===== src/rtl/erase_seq_pkg.sv =====
// Shared constants and state type for the paged erase sequencer.
// Assumes a flash that accepts 0x81/0x50 erase commands and reports
// readiness in bit 7 of the byte returned after opcode 0xD7.
package erase_seq_pkg;
    localparam logic [7:0] OP_PAGE_ERASE  = 8'h81;
    localparam logic [7:0] OP_BLOCK_ERASE = 8'h50;
    localparam logic [7:0] OP_STATUS      = 8'hD7;
    localparam int         READY_BIT      = 7;

    typedef enum logic [3:0] {
        S_IDLE,
        S_STEP,
        S_CMD_GO,
        S_CMD_WAIT,
        S_ST_GO,
        S_ST_WAIT,
        S_EVAL,
        S_GAP,
        S_FIN
    } seq_state_e;
endpackage


===== src/rtl/erase_step_planner.sv =====
// Combinational planning for the erase sequencer.
// Converts a byte request into page units and checks its alignment.
// For the current step it decides page vs block erase and forms bits
// 23:8 of the device address. Assumes PAGE_SIZE and BLK_PAGES are
// constants, so the division reduces to a fixed-divisor network.
module erase_step_planner #(
    parameter int OFS_W      = 24,
    parameter int PAGE_SIZE  = 264,
    parameter int PAGE_SHIFT = 9,
    parameter int BLK_PAGES  = 8
) (
    input  logic [OFS_W-1:0] req_offset,
    input  logic [OFS_W-1:0] req_len,
    input  logic [OFS_W-1:0] page,
    input  logic [OFS_W-1:0] rem,
    output logic             aligned,
    output logic [OFS_W-1:0] first_page,
    output logic [OFS_W-1:0] page_cnt,
    output logic             is_block,
    output logic [15:0]      addr_hi
);
    localparam int               BLK_LOG = $clog2(BLK_PAGES);
    localparam logic [OFS_W-1:0] PS_V    = OFS_W'(PAGE_SIZE);
    localparam logic [OFS_W-1:0] BLK_V   = OFS_W'(BLK_PAGES);

    // Request conversion: alignment test and page-unit values.
    always_comb begin
        aligned    = ((req_offset % PS_V) == '0) && ((req_len % PS_V) == '0);
        first_page = req_offset / PS_V;
        page_cnt   = req_len / PS_V;
    end

    // Step choice and device address (page index shifted, bits 23:8).
    always_comb begin
        is_block = (page[BLK_LOG-1:0] == '0) && (rem >= BLK_V);
        addr_hi  = 16'((32'(page) << PAGE_SHIFT) >> 8);
    end
endmodule


===== src/rtl/erase_poll_timer.sv =====
// Poll pause and ready-timeout counters for the erase sequencer.
// The poll counter counts raw cycles up to POLL_TICKS*TICK_DIV after
// poll_clr. The timeout counter counts prescaled ticks after tmo_clr and
// saturates at TMO_TICKS. Both expiry flags stay high until cleared.
module erase_poll_timer #(
    parameter int TICK_DIV   = 8,
    parameter int POLL_TICKS = 3,
    parameter int TMO_TICKS  = 40
) (
    input  logic clk,
    input  logic rst_n,
    input  logic poll_clr,
    input  logic tmo_clr,
    output logic poll_exp,
    output logic tmo_exp
);
    localparam int POLL_CYC = POLL_TICKS * TICK_DIV;
    localparam int PW       = $clog2(POLL_CYC + 1);
    localparam int DW       = $clog2(TICK_DIV + 1);
    localparam int TW       = $clog2(TMO_TICKS + 1);

    logic [PW-1:0] poll_cnt;
    logic [DW-1:0] pre_cnt;
    logic [TW-1:0] tmo_cnt;
    logic          tick;

    assign tick     = (pre_cnt == DW'(TICK_DIV - 1)) && !tmo_clr;
    assign poll_exp = (poll_cnt == PW'(POLL_CYC));
    assign tmo_exp  = (tmo_cnt == TW'(TMO_TICKS));

    // Pause between status reads, counted in cycles.
    always_ff @(posedge clk) begin
        if (!rst_n || poll_clr)          poll_cnt <= '0;
        else if (!poll_exp)              poll_cnt <= poll_cnt + PW'(1);
    end

    // Prescaler producing one tick every TICK_DIV cycles.
    always_ff @(posedge clk) begin
        if (!rst_n || tmo_clr)           pre_cnt <= '0;
        else if (tick)                   pre_cnt <= '0;
        else                             pre_cnt <= pre_cnt + DW'(1);
    end

    // Saturating tick count since the last erase command.
    always_ff @(posedge clk) begin
        if (!rst_n || tmo_clr)           tmo_cnt <= '0;
        else if (tick && !tmo_exp)       tmo_cnt <= tmo_cnt + TW'(1);
    end

    p_tmo_holds_r8: assert property (@(posedge clk) disable iff (!rst_n)
        (tmo_exp && !tmo_clr) |=> tmo_exp);
endmodule


===== src/rtl/flash_byte_shifter.sv =====
// Sends one SPI transaction of up to MAX_BYTES bytes through a byte
// request/acknowledge handshake. Chip select drops on start and rises
// with the acknowledge of the last byte. The last received byte is
// captured. Assumes tx_bytes and nbytes stay stable while active.
module flash_byte_shifter #(
    parameter int MAX_BYTES = 4,
    localparam int IW = $clog2(MAX_BYTES + 1),
    localparam int XW = $clog2(MAX_BYTES)
) (
    input  logic                      clk,
    input  logic                      rst_n,
    input  logic                      start,
    input  logic [IW-1:0]             nbytes,
    input  logic [MAX_BYTES-1:0][7:0] tx_bytes,
    output logic                      done,
    output logic [7:0]                rx_last,
    output logic                      cs_n,
    output logic                      xfer_req,
    output logic [7:0]                xfer_tx,
    input  logic                      xfer_ack,
    input  logic [7:0]                xfer_rx
);
    logic          active;
    logic [XW-1:0] idx;
    logic          last;

    assign last     = (IW'(idx) == nbytes - IW'(1));
    assign xfer_req = active;
    assign xfer_tx  = tx_bytes[idx];

    // Transaction framing, byte index and capture of the final byte.
    always_ff @(posedge clk) begin
        if (!rst_n) begin
            active  <= 1'b0;
            idx     <= '0;
            cs_n    <= 1'b1;
            done    <= 1'b0;
            rx_last <= '0;
        end else begin
            done <= 1'b0;
            if (!active && start) begin
                active <= 1'b1;
                idx    <= '0;
                cs_n   <= 1'b0;
            end else if (active && xfer_ack) begin
                if (last) begin
                    active  <= 1'b0;
                    cs_n    <= 1'b1;
                    done    <= 1'b1;
                    rx_last <= xfer_rx;
                end else begin
                    idx <= idx + XW'(1);
                end
            end
        end
    end

    p_req_under_cs_r10: assert property (@(posedge clk) disable iff (!rst_n)
        xfer_req |-> !cs_n);
    p_cs_gap_r10: assert property (@(posedge clk) disable iff (!rst_n)
        $fell(cs_n) |-> $past(cs_n, 2));
endmodule


===== src/rtl/paged_erase_seq.sv =====
// Paged flash erase sequencer (top).
// Validates a byte-offset/length request and issues page or block erase
// commands one step at a time. After each command it polls status until
// ready or until the timeout window runs out. Assumes the serializer
// acknowledges every requested byte. Defaults are sized for short
// simulation; set TICK_DIV to one millisecond of cycles for real timing.
module paged_erase_seq
    import erase_seq_pkg::*;
#(
    parameter int OFS_W      = 24,
    parameter int PAGE_SIZE  = 264,
    parameter int PAGE_SHIFT = 9,
    parameter int BLK_PAGES  = 8,
    parameter int TICK_DIV   = 8,
    parameter int POLL_TICKS = 3,
    parameter int TMO_TICKS  = 40
) (
    input  logic             clk,
    input  logic             rst_n,
    input  logic             req_valid,
    input  logic [OFS_W-1:0] req_offset,
    input  logic [OFS_W-1:0] req_len,
    output logic             done_o,
    output logic             err_o,
    output logic             tmo_o,
    output logic             spi_cs_n,
    output logic             xfer_req,
    output logic [7:0]       xfer_tx,
    input  logic             xfer_ack,
    input  logic [7:0]       xfer_rx
);
    localparam int               BLK_LOG = $clog2(BLK_PAGES);
    localparam logic [OFS_W-1:0] BLK_V   = OFS_W'(BLK_PAGES);

    seq_state_e       state;
    logic [OFS_W-1:0] page, rem;
    logic             blk;
    logic [15:0]      addr_q;
    logic             fail, tmo_flag;

    logic             aligned, is_block;
    logic [OFS_W-1:0] first_page, page_cnt;
    logic [15:0]      addr_hi;
    logic             poll_exp, tmo_exp, poll_clr, tmo_clr;
    logic             sh_start, sh_done;
    logic [2:0]       sh_nbytes;
    logic [3:0][7:0]  sh_bytes;
    logic [7:0]       sh_rx;
    logic             st_ready;
    logic             status_rest_unused;

    assign st_ready           = sh_rx[READY_BIT];
    assign status_rest_unused = ^sh_rx[READY_BIT-1:0];

    erase_step_planner #(
        .OFS_W(OFS_W), .PAGE_SIZE(PAGE_SIZE),
        .PAGE_SHIFT(PAGE_SHIFT), .BLK_PAGES(BLK_PAGES)
    ) u_plan (
        .req_offset(req_offset), .req_len(req_len),
        .page(page), .rem(rem),
        .aligned(aligned), .first_page(first_page), .page_cnt(page_cnt),
        .is_block(is_block), .addr_hi(addr_hi)
    );

    erase_poll_timer #(
        .TICK_DIV(TICK_DIV), .POLL_TICKS(POLL_TICKS), .TMO_TICKS(TMO_TICKS)
    ) u_timer (
        .clk(clk), .rst_n(rst_n),
        .poll_clr(poll_clr), .tmo_clr(tmo_clr),
        .poll_exp(poll_exp), .tmo_exp(tmo_exp)
    );

    flash_byte_shifter #(.MAX_BYTES(4)) u_shift (
        .clk(clk), .rst_n(rst_n),
        .start(sh_start), .nbytes(sh_nbytes), .tx_bytes(sh_bytes),
        .done(sh_done), .rx_last(sh_rx),
        .cs_n(spi_cs_n), .xfer_req(xfer_req), .xfer_tx(xfer_tx),
        .xfer_ack(xfer_ack), .xfer_rx(xfer_rx)
    );

    // Transaction content: erase command or status read, by state.
    always_comb begin
        if (state == S_CMD_GO || state == S_CMD_WAIT) begin
            sh_nbytes = 3'd4;
            sh_bytes  = {8'h00, addr_q[7:0], addr_q[15:8],
                         blk ? OP_BLOCK_ERASE : OP_PAGE_ERASE};
        end else begin
            sh_nbytes = 3'd2;
            sh_bytes  = {8'h00, 8'h00, 8'h00, OP_STATUS};
        end
    end

    // Single-cycle controls towards the shifter and the timers.
    always_comb begin
        sh_start = (state == S_CMD_GO) || (state == S_ST_GO);
        tmo_clr  = (state == S_CMD_WAIT) && sh_done;
        poll_clr = (state == S_EVAL);
    end

    // Completion outputs, all qualified by the finish state.
    always_comb begin
        done_o = (state == S_FIN);
        err_o  = (state == S_FIN) && fail;
        tmo_o  = (state == S_FIN) && tmo_flag;
    end

    // Step sequencing: validate, issue, poll, advance or abort.
    always_ff @(posedge clk) begin
        if (!rst_n) begin
            state    <= S_IDLE;
            page     <= '0;
            rem      <= '0;
            blk      <= 1'b0;
            addr_q   <= '0;
            fail     <= 1'b0;
            tmo_flag <= 1'b0;
        end else begin
            case (state)
                S_IDLE: if (req_valid) begin
                    tmo_flag <= 1'b0;
                    if (aligned) begin
                        page  <= first_page;
                        rem   <= page_cnt;
                        fail  <= 1'b0;
                        state <= S_STEP;
                    end else begin
                        fail  <= 1'b1;
                        state <= S_FIN;
                    end
                end
                S_STEP: if (rem == '0) begin
                    state <= S_FIN;
                end else begin
                    blk    <= is_block;
                    addr_q <= addr_hi;
                    state  <= S_CMD_GO;
                end
                S_CMD_GO:   state <= S_CMD_WAIT;
                S_CMD_WAIT: if (sh_done) state <= S_ST_GO;
                S_ST_GO:    state <= S_ST_WAIT;
                S_ST_WAIT:  if (sh_done) state <= S_EVAL;
                S_EVAL: if (st_ready) begin
                    page  <= page + (blk ? BLK_V : OFS_W'(1));
                    rem   <= rem - (blk ? BLK_V : OFS_W'(1));
                    state <= S_STEP;
                end else if (tmo_exp) begin
                    fail     <= 1'b1;
                    tmo_flag <= 1'b1;
                    state    <= S_FIN;
                end else begin
                    state <= S_GAP;
                end
                S_GAP:   if (poll_exp) state <= S_ST_GO;
                S_FIN:   state <= S_IDLE;
                default: state <= S_IDLE;
            endcase
        end
    end

    p_misalign_err_r1: assert property (@(posedge clk) disable iff (!rst_n)
        (state == S_IDLE && req_valid && !aligned) |=> (done_o && err_o));
    p_block_rule_r3: assert property (@(posedge clk) disable iff (!rst_n)
        (state == S_CMD_GO && blk) |-> (page[BLK_LOG-1:0] == '0 && rem >= BLK_V));
    p_poll_wait_r6: assert property (@(posedge clk) disable iff (!rst_n)
        (state == S_ST_GO && $past(state) == S_GAP) |-> $past(poll_exp));
    p_done_single_r7: assert property (@(posedge clk) disable iff (!rst_n)
        done_o |=> !done_o);
    p_tmo_window_r8: assert property (@(posedge clk) disable iff (!rst_n)
        tmo_o |-> (tmo_exp && err_o));
endmodule


===== config.mk =====
export PLATFORM = sky130hd
export DESIGN_NAME = paged_erase_seq
export DESIGN_NICKNAME = d
export VERILOG_FILES = /design/src/rtl/erase_seq_pkg.sv /design/src/rtl/erase_step_planner.sv /design/src/rtl/erase_poll_timer.sv /design/src/rtl/flash_byte_shifter.sv /design/src/rtl/paged_erase_seq.sv
export SDC_FILE = /design/constraint.sdc
export NUM_CORES = 1
export LEC_CHECK = 0
export CAP_MARGIN = 20
export CORE_AREA = 2 2 183 185
export DETAILED_ROUTE_END_ITERATION = 12
export DIE_AREA = 0 0 185 187
export MAX_ROUTING_LAYER = met4
export PLACE_DENSITY = 0.58
export SLEW_MARGIN = 20
export SYNTH_ARGS = -nofsm -noshare
export SYNTH_HDL_FRONTEND = slang
export SYNTH_SLANG_ARGS = --single-unit
export TNS_END_PERCENT = 1

===== constraint.sdc =====
create_clock -name clk -period 15.04 [get_ports clk]
set_input_delay 3.008 -clock clk [delete_from_list [all_inputs] [get_ports clk]]
set_output_delay 3.008 -clock clk [all_outputs]
set_load 0.01 [all_outputs]

==> metrics.cfg <==
[run_status]
status = completed

[timing]
tns_ns = 0
setup_viol = 0
period_share_pct = 93.9
slew_headroom_pct = 30.1
rsz0062_at_grt = false
min_period_ns = 14.12
final-hold-violation-count = 0
clock_skew_ns = 0.00683
fin_ws_ns = 0.920
fmax_mhz = 70.8
worstMarginPinSlew_ns = 1.05
slew_viol_final = 0

[clock_tree]
insertion_delay_ns = 0.34
cts_resized = 0
clk_pin_slew_ns = 0.06
cts_max_level = 3
postCtsSetupRepairBufs = 0
postCtsHoldBufs = 0
cts-buffers-inserted = 9
clockBufferDepth = 2
root_buffer = clkbuf_16
clock-sinks = 82
cts_tree = done

[grt]
grt_max_degree = 57
overflow = 0
grt_pass1_wl_mm = 58.7
grt_pass1_vias = 12000
grt_use_total_pct = 20.3
antenna_found_initial = 0

[worst_setup_path]
r2r-start = rem[16]
rr_endpoint = state[1]
crit_path_start_kind = primary input
slowest_stage = clkdlybuf4s50_1
r2r_cells = 8
cpPeakStageDelay_ns = 0.79
crit_fanout = 26
crit_type = in2reg
worst_path_most_repeated_cell = buf_4
rrSetupSlack_ns = 12.01
worst_ep_required_time_ns = 15.30
cp-end-kind = register
arrival_ns = 14.38

[synth]
synth_seq_area_share_pct = 14.2
yosys_warnings = 0
syn_nets = 1712
synth-simple-area-share_pct = 31.4
avgSynthCellArea_um2 = 7.05
synth_xor_area_share_pct = 2.50
synthArstFlopShare_pct = 0
synth_cells = 1641
synth_seq_cells = 82
synth_top_family_by_area = compound AO/OA/AOI/OAI gates
ys.flop_type = dfxtp_1
synth_area_um2 = 11600
synth_compound_area_share_pct = 41.6
synth_edf_count = 0
synth_adder_area_share_pct = 1.89
yosysUniqueCellTypes = 123
synthMuxAreaShare_pct = 3.81

[detailed_routing]
drc_errors = 0
drt_iter0_drc = 988
wl_per_cell_um = 16.4
viasPerCell = 6.16
ant_nets = 0
vias = 13200
drtPass1Iterations = 6
detail_route.wirelength_mm = 35.2

[die]
num_rows = 67
die_w_um = 185
core_um2 = 32900
io_pins = 73
die_h_um = 187
die_area_um2 = 34600
start_util_pct = 35.2

[placed_design]
dp.cells = 2128
dp_slack_ns = 0.466
numPortBuffers = 65
dp_hpwl_mm = 26.4
place_congestion = 0.944

[pwr]
leakage_nw = 4.69
peakVddDrop_mv = 0.0877
powerDensity_nw_per_um2 = 143
p_total_mw = 1.88

[min_path]
hold_path_end = u_timer.pre_cnt[0]
holdPathStages = 1
min_from = u_timer.pre_cnt[0]
hp-class = reg2reg

[final_layout]
syn2layout_area_growth_pct = 13.8
n_antenna_cell = 0
final_util_pct = 40.1
drive_above_1_share_pct = 10.5
final_cells = 2144
nets = 1762
fillers = 3503

[job]
max-cap-violations = 0

## critical path, delay by kind of cell
| kind | cells | cell delay (ns) |
|---|---|---|
| buffers and inverters | 4 | 1.49 |
| muxes | 1 | 0.34 |
| AOI/OAI and AO/OA | 22 | 6.75 |
| and+or+nand+nor | 10 | 2.76 |
## synthesized netlist by cell type (30+ instances only)
library cell	number	area share, %
inv_1	45	1.5
mux2i_1	38	3.3
o21ai_0	101	4.4
dfxtp_1	82	14
a21oi_1	144	6.2
nor2_1	178	5.8
nand2_1	107	3.5
nor3_1	54	2.3
nand3_1	69	3.0
o211ai_1	30	1.9
clkbuf_1	52	1.7
and3_1	30	1.6
## registers in the layout, indices dropped and copies added, names as in the netlist, 2 cells and up
signal,flops
page,15
u_timer.tmo_cnt,6
u_shift.idx,2
u_timer.pre_cnt,4
addr_q,15
u_timer.poll_cnt,5
state,4
rem,24
## placed cells by master (no fill, tap or decap), types with 45 or more instances in the layout
master / instances
dfxtp_1: 82
a21oi_1: 143
nor2_1: 178
nor3_1: 53
o21ai_0: 101
nand2_1: 107
clkdlybuf4s50_1: 64
inv_1: 45
nand3_1: 68
buf_4: 56
## cell type report
| class | count | area, um2 | share of cell area, % |
|---|---|---|---|
| clock buffers | 11 | 233 | 1.77 |
| clock inverters | 5 | 62.6 | 0.475 |
| inverters | 49 | 184 | 1.40 |
| multi-input cells | 1428 | 9410 | 71.5 |
| flip-flops and latches | 82 | 1640 | 12.5 |
| well taps | 448 | 561 | 4.26 |
| repair buffers | 121 | 1070 | 8.16 |
## stage by stage
step                      area, um2  hold slack [ns]
after global placement        12800            0.443
after global routing          13200            0.477
final                         13200            0.472
after detailed placement      12800            0.460
after floorplan               11600            0.427
after CTS                     13100            0.472
## cells by family (layout without fill, tap and decap cells)
| logic type | after synthesis | after routing |
|---|---|---|
| xor gates and xnor gates | 30 | 30 |
| adders and majority gates | 19 | 19 |
| AOI/OAI and AO/OA | 658 | 658 |
| muxes | 43 | 43 |
| and+or+nand+nor | 678 | 678 |
| DFF | 82 | 82 |
| buffers and inverters | 131 | 186 |
## report_power, final
group	internal [mW]	switching, mW	total (mW)
Clock	0.130	0.0954	0.225
Sequential	0.227	0.0171	0.244
Combinational	0.568	0.842	1.41
Total	0.925	0.955	1.88
## worst max-delay path by stage
stage                               from  endpoint  cells past startpoint
final                        req_len[17]    rem[5]                     37
after global routing      req_offset[20]    rem[5]                     36
after CTS                 req_offset[19]    rem[5]                     37
after detailed placement  req_offset[19]    rem[5]                     37
after global placement    req_offset[19]    rem[5]                     37
after floorplan           req_offset[22]   rem[18]                     40
## layer usage
layer  track usage (%)  routed length [um]  part of all wire (%)  up-vias
met4              6.47                 921                   2.6        0
met5                 -                   0                     0        -
met2              32.9               16300                    46      350
met1              26.8               16600                    47     6294
li1                  -                   -                     -     6508
met3              1.38                1340                   3.8       60
Power figures use the tool's default switching activity.
